$ cat src/rtl/cmd_trk_pkg.sv
package cmd_trk_pkg;

    typedef enum logic [1:0] {
        LS_IDLE    = 2'd0,
        LS_LOADING = 2'd1,
        LS_RUNNING = 2'd2
    } list_state_e;

    // status word field positions
    localparam int ST_DONE_LSB  = 0;
    localparam int ST_ACT_BIT   = 8;
    localparam int ST_PROC_LSB  = 16;

    // general config bit positions
    localparam int CF_LEVEL_BIT = 28;
    localparam int CF_IEN_BIT   = 29;
    localparam int CF_LIEN_BIT  = 31;

endpackage

$ cat src/rtl/cmd_cnt_pair.sv
module cmd_cnt_pair #(
    parameter int CNT_W = 6
) (
    input  logic             clk,
    input  logic             rst_n,
    input  logic             evt_i,
    input  logic             proc_we_i,
    input  logic [CNT_W-1:0] proc_wdata_i,
    output logic [CNT_W-1:0] done_o,
    output logic [CNT_W-1:0] proc_o,
    output logic [CNT_W-1:0] pending_o
);

    logic [CNT_W-1:0] done_q;
    logic [CNT_W-1:0] proc_q;

    // hardware side: only events move the done count
    always_ff @(posedge clk) begin
        if (!rst_n) begin
            done_q <= '0;
        end else if (evt_i) begin
            done_q <= done_q + 1'b1;
        end
    end

    // software side: only host writes move the processed count
    always_ff @(posedge clk) begin
        if (!rst_n) begin
            proc_q <= '0;
        end else if (proc_we_i) begin
            proc_q <= proc_wdata_i;
        end
    end

    assign done_o    = done_q;
    assign proc_o    = proc_q;
    assign pending_o = done_q - proc_q;

    p_done_hold_r2: assert property (@(posedge clk) disable iff (!rst_n)
        !evt_i |=> $stable(done_q));

    p_done_moves_under_write_r6: assert property (@(posedge clk) disable iff (!rst_n)
        (evt_i && proc_we_i) |=> (done_q != $past(done_q)));

    p_proc_hold_r4: assert property (@(posedge clk) disable iff (!rst_n)
        !proc_we_i |=> $stable(proc_q));

endmodule

$ cat src/rtl/cmd_irq_fsm.sv
module cmd_irq_fsm
    import cmd_trk_pkg::*;
(
    input  logic clk,
    input  logic rst_n,
    input  logic evt_i,
    input  logic list_start_i,
    input  logic ien_i,
    input  logic lien_i,
    input  logic level_i,
    input  logic clr_i,
    output logic active_o,
    output logic irq_o
);

    list_state_e state_q;
    list_state_e state_d;
    logic        load_evt;
    logic        evt_en;
    logic        active_q;
    logic        pulse_q;

    // state register
    always_ff @(posedge clk) begin
        if (!rst_n) begin
            state_q <= LS_IDLE;
        end else begin
            state_q <= state_d;
        end
    end

    // next state
    always_comb begin
        state_d = state_q;
        unique case (state_q)
            LS_IDLE: begin
                if (list_start_i) state_d = LS_LOADING;
            end
            LS_LOADING: begin
                if (list_start_i)  state_d = LS_LOADING;
                else if (evt_i)    state_d = LS_RUNNING;
            end
            LS_RUNNING: begin
                if (list_start_i) state_d = LS_LOADING;
            end
            default: state_d = LS_IDLE;
        endcase
    end

    // event classification
    always_comb begin
        load_evt = evt_i && (state_q == LS_LOADING);
        evt_en   = evt_i && (load_evt ? lien_i : ien_i);
    end

    // active flag: an enabled event outranks a same-cycle clear
    always_ff @(posedge clk) begin
        if (!rst_n) begin
            active_q <= 1'b0;
            pulse_q  <= 1'b0;
        end else begin
            pulse_q <= evt_en;
            if (evt_en) begin
                active_q <= 1'b1;
            end else if (clr_i) begin
                active_q <= 1'b0;
            end
        end
    end

    // outputs
    always_comb begin
        active_o = active_q;
        irq_o    = level_i ? (active_q && (ien_i || lien_i)) : pulse_q;
    end

    p_event_wins_r6: assert property (@(posedge clk) disable iff (!rst_n)
        (evt_i && ien_i && state_q == LS_RUNNING && clr_i) |=> active_q);

    p_load_step_r9: assert property (@(posedge clk) disable iff (!rst_n)
        (state_q == LS_LOADING && evt_i && !list_start_i) |=> (state_q == LS_RUNNING));

    p_start_enters_loading_r9: assert property (@(posedge clk) disable iff (!rst_n)
        list_start_i |=> (state_q == LS_LOADING));

    p_level_quiet_r10: assert property (@(posedge clk) disable iff (!rst_n)
        (level_i && !active_q) |-> !irq_o);

    p_no_spurious_set_r5: assert property (@(posedge clk) disable iff (!rst_n)
        (!evt_i && clr_i) |=> !active_q);

endmodule

$ cat src/rtl/cmd_done_tracker.sv
module cmd_done_tracker
    import cmd_trk_pkg::*;
#(
    parameter int CNT_W  = 6,
    parameter int DATA_W = 32
) (
    input  logic              clk,
    input  logic              rst_n,
    input  logic              evt_i,
    input  logic              list_start_i,
    input  logic              wr_en_i,
    input  logic              wr_sel_i,
    input  logic [DATA_W-1:0] wr_data_i,
    input  logic              rd_sel_i,
    output logic [DATA_W-1:0] rd_data_o,
    output logic [CNT_W-1:0]  pending_o,
    output logic              irq_o
);

    localparam int PROC_MSB = ST_PROC_LSB + CNT_W - 1;
    localparam int DONE_MSB = ST_DONE_LSB + CNT_W - 1;

    logic [DATA_W-1:0] cfg_q;
    logic              stat_we;
    logic              clr_act;
    logic [CNT_W-1:0]  done_w;
    logic [CNT_W-1:0]  proc_w;
    logic              active_w;
    logic [DATA_W-1:0] status_word;

    assign stat_we = wr_en_i && !wr_sel_i;
    assign clr_act = stat_we && !wr_data_i[ST_ACT_BIT];

    always_ff @(posedge clk) begin
        if (!rst_n) begin
            cfg_q <= '0;
        end else if (wr_en_i && wr_sel_i) begin
            cfg_q <= wr_data_i;
        end
    end

    cmd_cnt_pair #(.CNT_W(CNT_W)) u_cnt (
        .clk          (clk),
        .rst_n        (rst_n),
        .evt_i        (evt_i),
        .proc_we_i    (stat_we),
        .proc_wdata_i (wr_data_i[PROC_MSB:ST_PROC_LSB]),
        .done_o       (done_w),
        .proc_o       (proc_w),
        .pending_o    (pending_o)
    );

    cmd_irq_fsm u_irq (
        .clk          (clk),
        .rst_n        (rst_n),
        .evt_i        (evt_i),
        .list_start_i (list_start_i),
        .ien_i        (cfg_q[CF_IEN_BIT]),
        .lien_i       (cfg_q[CF_LIEN_BIT]),
        .level_i      (cfg_q[CF_LEVEL_BIT]),
        .clr_i        (clr_act),
        .active_o     (active_w),
        .irq_o        (irq_o)
    );

    always_comb begin
        status_word                       = '0;
        status_word[DONE_MSB:ST_DONE_LSB] = done_w;
        status_word[ST_ACT_BIT]           = active_w;
        status_word[PROC_MSB:ST_PROC_LSB] = proc_w;
        rd_data_o = rd_sel_i ? cfg_q : status_word;
    end

    p_reset_quiet_r1: assert property (@(posedge clk)
        !rst_n |=> (pending_o == '0 && !active_w));

    p_pending_clears_r7: assert property (@(posedge clk) disable iff (!rst_n)
        (stat_we && !evt_i && wr_data_i[PROC_MSB:ST_PROC_LSB] == done_w) |=> (pending_o == '0));

endmodule

$ cat config.mk
export PLATFORM = sky130hd
export DESIGN_NAME = cmd_done_tracker
export DESIGN_NICKNAME = d
export VERILOG_FILES = /design/src/rtl/cmd_trk_pkg.sv /design/src/rtl/cmd_cnt_pair.sv /design/src/rtl/cmd_irq_fsm.sv /design/src/rtl/cmd_done_tracker.sv
export SDC_FILE = /design/constraint.sdc
export NUM_CORES = 1
export LEC_CHECK = 0
export BUFFER_PORTS_ARGS = -buffer_cell sky130_fd_sc_hd__buf_2
export CAP_MARGIN = 20
export CORE_ASPECT_RATIO = 0.7
export CORE_MARGIN = 2
export CORE_UTILIZATION = 35
export CTS_BUF_LIST = sky130_fd_sc_hd__clkbuf_8
export CTS_CLUSTER_DIAMETER = 40
export DETAILED_ROUTE_END_ITERATION = 7
export PLACE_DENSITY = 0.58
export SYNTH_ARGS = -nofsm -noshare
export SYNTH_HDL_FRONTEND = slang
export SYNTH_SLANG_ARGS = --single-unit
$ cat constraint.sdc
create_clock -name clk -period 3.1 [get_ports clk]
set_input_delay 0 -clock clk [delete_from_list [all_inputs] [get_ports clk]]
set_output_delay 0 -clock clk [all_outputs]
set_load 0.02 [all_outputs]
# After elaboration in Yosys (flattened, before gate mapping)
# Cells that the tools add are included.
[op_classes]
add_sub_neg = 2
n_eq_ne = 4
n_mux = 9
reduce_logical = 13
[ops]
columns = ["op", "count"]
rows = [
  ["$mux 32", 1],
  ["$add 6x1->6 const B", 1],
  ["$logic_and 1x1->1", 6],
  ["$mux 2", 3],
  ["$sub 6x6->6", 1],
  ["$mux 1", 4],
  ["$pmux 2 s2", 1],
  ["$ne 3x3->1 const B", 1],
  ["$eq 2x1->1 const B", 1],
  ["$eq 2x2->1 const B", 1],
  ["$logic_not 1->1", 2],
  ["$logic_not 2->1", 1],
  ["$ne 2x1->1 const B", 1],
  ["$reduce_and 2->1", 1],
  ["$reduce_bool 2->1", 1],
  ["$reduce_or 2->1", 1],
  ["$logic_or 1x1->1", 1],
]
[word_totals]
ff_bits = 48
inputBits = 39
output_inout_bits = 39

# Longest topological paths before layout
# Gate-level depths: netlist (run 1).
[depth]
ltp_word = 5
ltp_mapped = 7
ltp_nobuf = 7

# By module
# Synthesis (run 1) repeated with hierarchy kept, for this count alone.
[hier_totals]
hier_cells = 280
area_unflattened_um2 = 2534.9
[modules_own_cells]
columns = ["module", "instances", "cells_per_inst", "area_per_inst_um2"]
rows = [
  ["cmd_done_tracker", 1, 184, 1651.6],
  ["cmd_cnt_pair", 1, 75, 703.2],
  ["cmd_irq_fsm", 1, 21, 180.2],
]

# Worst setup path before layout (run 1)
# Ideal clock, no wire load.
[synth_timing]
path_kind = "flip-flop to output port"
start = "reg u_cnt.done_q[0] (netlist: u_cnt.done_o[0])"
end = "out pending_o[4]"
t_arrival_ns = 1.645
t_required_ns = 3.100
setup_slack_ns = 1.455
stages_incl_launch_ff = 8
n_path_buf = 0
cell_sequence = "dfxtp_1 inv_1 ha_1 fa_1 inv_1 a21o_1 a21oi_1 xnor2_1"
[synth_via]
elab_chain_cells = 1
[synth_lines]
columns = ["element", "line", "rtl"]
rows = [
  ["start: declaration", "cmd_cnt_pair.sv:14", "logic [CNT_W-1:0] done_q;"],
  ["start signal: assignment", "cmd_cnt_pair.sv:22", "done_q <= done_q + 1'b1;"],
  ["$sub 6x6->6", "cmd_cnt_pair.sv:37", "assign pending_o = done_q - proc_q;"],
  ["end: declaration", "cmd_done_tracker.sv:16", "output logic [CNT_W-1:0] pending_o,"],
]
# Every way passes these cells.

# Final worst setup path (run 1)
# Same ends and word-level chain as after synthesis.

==> results.sh, run 1 <==
export IMPL_seq_area_frac_synth_pct=40.9
export IMPL_peakVddDrop_mv=0.174
export IMPL_utilization_pct=50.0
export IMPL_cts_sinks=48
export IMPL_grt_overflow=0
export IMPL_run_status="finished clean"
export IMPL_drive_gt1_share_pct=24.2
export IMPL_hpwl_mm=4.02
export IMPL_antenna_found_initial=0
export IMPL_arrival_ns=2.01
export IMPL_maxCapViolations=0
export IMPL_synth_seq_cells=48
export IMPL_syn2layout_area_growth_pct=35.7
export IMPL_die_x_um=102
export IMPL_final_cell_mix="77 x nand2_1, 77 x buf_2, 48 x dfxtp_1"
export IMPL_clockBufferDepth=2
export IMPL_report_final_setup_viol=0
export IMPL_worstPathRequired_ns=3.10
export IMPL_placedCellCount=435
export IMPL_n_fill_cell=632
export IMPL_avgSynthCellArea_um2=8.29
export IMPL_synth_top_area_share_pct=40.9
export IMPL_hold_viol=0
export IMPL_hold_buffers=33
export IMPL_design_die_area_mm2=0.00739
export IMPL_ant_nets=0
export IMPL_netlist_area_mm2=0.00235
export IMPL_wl_per_cell_um=13.0
export IMPL_postCtsSetupRepairBufs=0
export IMPL_grt_pass1_vias=2244
export IMPL_period_minus_slack_ns=2.01
export IMPL_drcViolationCount=0
export IMPL_cts_tree="done"
export IMPL_synth_area_top_cells="dfxtp_1 41%, nand2_1 12%, a21boi_0 9.3%"
export IMPL_finalWirelength_mm=6.16
export IMPL_viasPerCell=4.57
export IMPL_fin_skew_ns=0.00108
export IMPL_rsz0062_at_grt="false"
export IMPL_io_buffers=77
export IMPL_rows=24
export IMPL_fin_crit_sh_pct=64.7
export IMPL_ys_warn_count=0
export IMPL_worstMarginPinSlew_ns=0.730
export IMPL_place_congestion=0.700
export IMPL_rrSetupSlack_ns=1.91
export IMPL_start_util_pct=36.9
export IMPL_clkTransAtPathRegs_ns=0.09
export IMPL_leakage_nw=1.46
export IMPL_cellPowerDensity_mw_per_mm2=399
export IMPL_diodes=0
export IMPL_grt_pass1_wl_mm=10.3
export IMPL_yosysTopAreaCell="dfxtp_1"
export IMPL_ios=78
export IMPL_relSlewSlack_pct=51.4
export IMPL_crit_type="register to primary output"
export IMPL_cts_buffers=5
export IMPL_end_kind="primary output"
export IMPL_vias=2171
export IMPL_synth_nets=329
export IMPL_die_h_um=72.5
export IMPL_root_buffer="clkbuf_8"
export IMPL_ctsResizeCount=0
export IMPL_synth_distinct_cells=31
export IMPL_fmax_mhz=498
export IMPL_fin_nets=430
export IMPL_track_usage_pct=17.5
export IMPL_p_total_mw=1.27
export IMPL_hp_class="input pin to register"
export IMPL_dr_pass1_iters=4
export IMPL_tns_ns=0
export IMPL_h_tree_depth=2
export IMPL_slew_violations=0
export IMPL_core_area_mm2=0.00637
export IMPL_hold_ws_ns=0.0531
export IMPL_drt_iter0_markers=74
export IMPL_clk_insertion_delay_late_ns=0.29
export IMPL_start_kind="register"
export IMPL_netlist_instances=283
export IMPL_finalNonFillerCells=475
export IMPL_worstPathMaxFanout=4
export IMPL_grt_max_degree=49
## power by group
group | switching [mW] | internal (mW) | leakage (nW)
registers | 0.0175 | 0.644 | 0.392
logic | 0.141 | 0.121 | 1.02
clock network | 0.197 | 0.151 | 0.0452
## layer usage
metal | share of wire, % | track usage (%)
met1 | 49 | 23.4
met2 | 45 | 29.5
met3 | 5.3 | 3.95
met4 | 0.50 | 3.41
met5 | 0 | 0
## through the flow
step / setup WS (ns) / instance area, um^2
after detailed placement: 1.44 / 2780
after global placement: 1.41 / 2780
after global routing: 0.841 / 3190
after CTS: 1.08 / 3190
final: 1.09 / 3190
after floorplan: 1.45 / 2350
## cells by family after synthesis
| kind of cell | count (synthesis) | synth area share, % |
|---|---|---|
| mux | 15 | 6.77 |
| flops | 48 | 40.9 |
| fa+ha+maj | 7 | 4.05 |
| xor+xnor | 7 | 2.61 |
| compound gates | 55 | 16.1 |
| buf+inv | 29 | 5.33 |
| simple gates | 122 | 24.2 |
## state kept, by name, indices dropped and copies added, names as in the netlist
| register | count |
|---|---|
| u_cnt.done_o | 6 |
| u_cnt.proc_o | 6 |
| cfg_q | 32 |
| u_irq.active_o | 1 |
| u_irq.pulse_q | 1 |
| u_irq.state_q | 2 |
## cell type report
| cell class | instances | area (um^2) | share of cell area [%] |
|---|---|---|---|
| Tap cell | 91 | 114 | 3.57 |
| Timing Repair Buffer | 112 | 731 | 22.9 |
| Inverter | 11 | 41.3 | 1.30 |
| Clock inverter | 2 | 8.76 | 0.275 |
| Multi-Input combinational cell | 206 | 1260 | 39.6 |
| Sequential cell | 48 | 961 | 30.2 |
| Clock buffer | 5 | 68.8 | 2.16 |
## cell usage after synthesis, drive strengths merged
master  number
nand2       77
dfxtp       48
a21boi      34
and2        25
inv         11
o21ai       11
buf          9
clkbuf       9
mux2i        8
nor2b        8
mux2         7
ha           6
xnor2        5
a21oi        3
nand2b       3
nor2         3
o211ai       3
nand4        2
nor3         2
o21a         2
xor2         2
a21o         1
fa           1
nor3b        1
o31ai        1
or3          1
## worst paths after layout
| path | startpoint | to | cells past startpoint |
|---|---|---|---|
| worst max-delay path | u_cnt.done_o[0] | pending_o[4] | 8 |
| worst min-delay path | evt_i | u_irq.pulse_q | 3 |
| worst max register to register | u_cnt.done_o[2] | u_cnt.done_o[5] | 3 |
| worst min register to register | cfg_q[16] | cfg_q[16] | 2 |
## worst max-delay path: stages (launching register included)
cell and delay, ns:
dfxtp_1 0.42, inv_1 0.08, ha_1 0.22, fa_1 0.43
inv_1 0.08, a21o_1 0.11, a21oi_1 0.08, xnor2_1 0.12
buf_2 0.18
Note: power is estimated with default switching activity, not from simulation.
==> run 2: changes to the inputs <==
- PLACE_DENSITY: 0.58 -> 0.6
- clock period: 3.1 -> 1.6 ns (I/O delays scaled with it)
==> results.sh, run 2 (synthesis results as in run 1) <==
export IMPL_fin_area_mm2=0.00347
export IMPL_worstMarginPinSlew_ns=0.519
export IMPL_period_minus_slack_ns=1.78
export IMPL_crit_path_frequent_cell="inv_2"
export IMPL_drcViolationCount=0
export IMPL_start_kind="register"
export IMPL_cts_sinks=48
export IMPL_vias=2200
export IMPL_arrival_ns=1.78
export IMPL_path_cells="inv_2, ha_4, fa_2, inv_2, a21o_1, a21oi_2, xnor2_2, buf_4"
export IMPL_fin_skew_ns=0.000626
export IMPL_peakVddDrop_mv=0.380
export IMPL_leakage_nw=1.58
export IMPL_design_die_area_mm2=0.00739
export IMPL_largest_reg_flops=32
export IMPL_grt_pass1_wl_mm=9.85
export IMPL_wl_per_cell_um=12.6
export IMPL_min_path_cells=3
export IMPL_violations="setup timing"
export IMPL_root_buffer="clkbuf_8"
export IMPL_clockBufferDepth=2
export IMPL_cts_tree="done"
export IMPL_crit_buf_inv=3
export IMPL_cellPowerDensity_mw_per_mm2=764
export IMPL_worstPathRequired_ns=1.60
export IMPL_place_congestion=0.757
export IMPL_fin_crit_sh_pct=111
export IMPL_grt_max_degree=27
export IMPL_diodes=0
export IMPL_placed_area_mm2=0.00287
export IMPL_finalWirelength_mm=6.21
export IMPL_final_common_cell="nand2_1"
export IMPL_r2r_end="u_cnt.done_o[5]"
export IMPL_cpLargestDelayFamily="adder cells"
export IMPL_track_usage_pct=17.0
export IMPL_run_status="finished, violations left"
export IMPL_rows=24
export IMPL_rrSetupSlack_ns=0.37
export IMPL_report_final_setup_viol=2
export IMPL_cts_buffers=5
export IMPL_relSlewSlack_pct=65.4
export IMPL_fmax_mhz=561
export IMPL_regMostFlops="cfg_q"
export IMPL_ant_nets=0
export IMPL_slowest_stage="fa_2"
export IMPL_rsz0062_at_grt="true"
export IMPL_hold_end="u_irq.pulse_q"
export IMPL_dr_pass1_iters=4
export IMPL_slowest_delay_ns=0.35
export IMPL_h_tree_depth=2
export IMPL_maxCapViolations=0
export IMPL_r2r_start="u_cnt.done_o[2]"
export IMPL_clkTransAtPathRegs_ns=0.10
export IMPL_final_cell_mix="77 x nand2_1, 72 x buf_2, 43 x dfxtp_1"
export IMPL_reg2regPathDepth=4
export IMPL_hold_viol=0
export IMPL_core_area_mm2=0.00637
export IMPL_slew_violations=0
export IMPL_worstSetupStartpoint="u_cnt.done_o[0]"
export IMPL_io_buffers=77
export IMPL_grt_pass1_vias=2116
export IMPL_ios=78
export IMPL_viasPerCell=4.46
export IMPL_drt_iter0_markers=54
export IMPL_utilization_pct=54.5
export IMPL_clk_insertion_delay_late_ns=0.29
export IMPL_hp_class="input pin to register"
export IMPL_fin_nets=447
export IMPL_crit_type="register to primary output"
export IMPL_drive_gt1_share_pct=33.8
export IMPL_worstPathMaxFanout=2
export IMPL_hpwl_mm=4.13
export IMPL_grt_overflow=0
export IMPL_hold_ws_ns=0.0397
export IMPL_hold_start="evt_i"
export IMPL_end_kind="primary output"
export IMPL_die_x_um=102
export IMPL_die_h_um=72.5
export IMPL_setup_slack_ns=-0.181
export IMPL_antenna_found_initial=0
export IMPL_start_util_pct=36.9
export IMPL_syn2layout_area_growth_pct=47.7
-- run 2: what timing repair did --
| item | in CTS | in global routing |
|---|---|---|
| setup buffers | 2 | 5 |
| endpoints found under the hold margin | 41 | 0 |
| hold buffers | 33 | 0 |
| endpoints found under the setup margin | 4 | 5 |
| gates resized for setup | 22 | 12 |
| pin swaps | 5 | 8 |
| gates cloned | 0 | 0 |
-- run 2: tightest hold or removal path: stages --
cell	delay, ns
buf_2	0.16
nand2_1	0.09
nor2_1	0.05
-- run 2: layout make-up --
cell class / instances / area [um^2]
clock inverter: 2 / 10.0
inverter: 11 / 41.3
clock buffer: 6 / 82.6
tap: 91 / 114
timing repair buffer: 129 / 878
fill: 607 / 2900
multi-input combinational: 206 / 1370
sequential: 48 / 967
-- run 2: worst max path at each step --
stage / end / slack [ns] / depth (start not counted)
detailed placement: pending_o[4] / 0.02 / 8
finish: pending_o[4] / -0.18 / 8
global placement: pending_o[4] / 0.06 / 8
global route: pending_o[4] / -0.27 / 8
CTS: pending_o[4] / -0.15 / 8
floorplan: pending_o[4] / 0.06 / 7
-- run 2: report_power, final --
| group | leakage, nW | total (mW) | internal, mW | switching (mW) |
|---|---|---|---|---|
| Sequential | 0.394 | 1.28 | 1.25 | 0.0312 |
| Clock | 0.0510 | 0.748 | 0.346 | 0.402 |
| Combinational | 1.14 | 0.620 | 0.312 | 0.307 |
-- run 2: per-stage QoR --
stage	power, mW	instances	setup WS, ns	setup TNS (ns)
2_1_floorplan	1.60	283	0.0589	0
3_3_place_gp	1.78	446	0.0588	0
3_5_place_dp	1.78	446	0.0210	0
4_1_cts	2.65	489	-0.148	-0.533
5_1_grt	2.80	493	-0.268	-0.686
6_report	2.65	493	-0.181	-0.254
-- run 2: metal layers --
metal	part of all wire [%]	wire, um	GRT usage [%]	vias to the layer above
met2	44	2760	27.3	58
met3	5.8	361	5.11	4
met1	49	3060	22.9	992
li1	-	-	-	1146
met4	0.48	30	3.26	0
met5	0	0	0	-
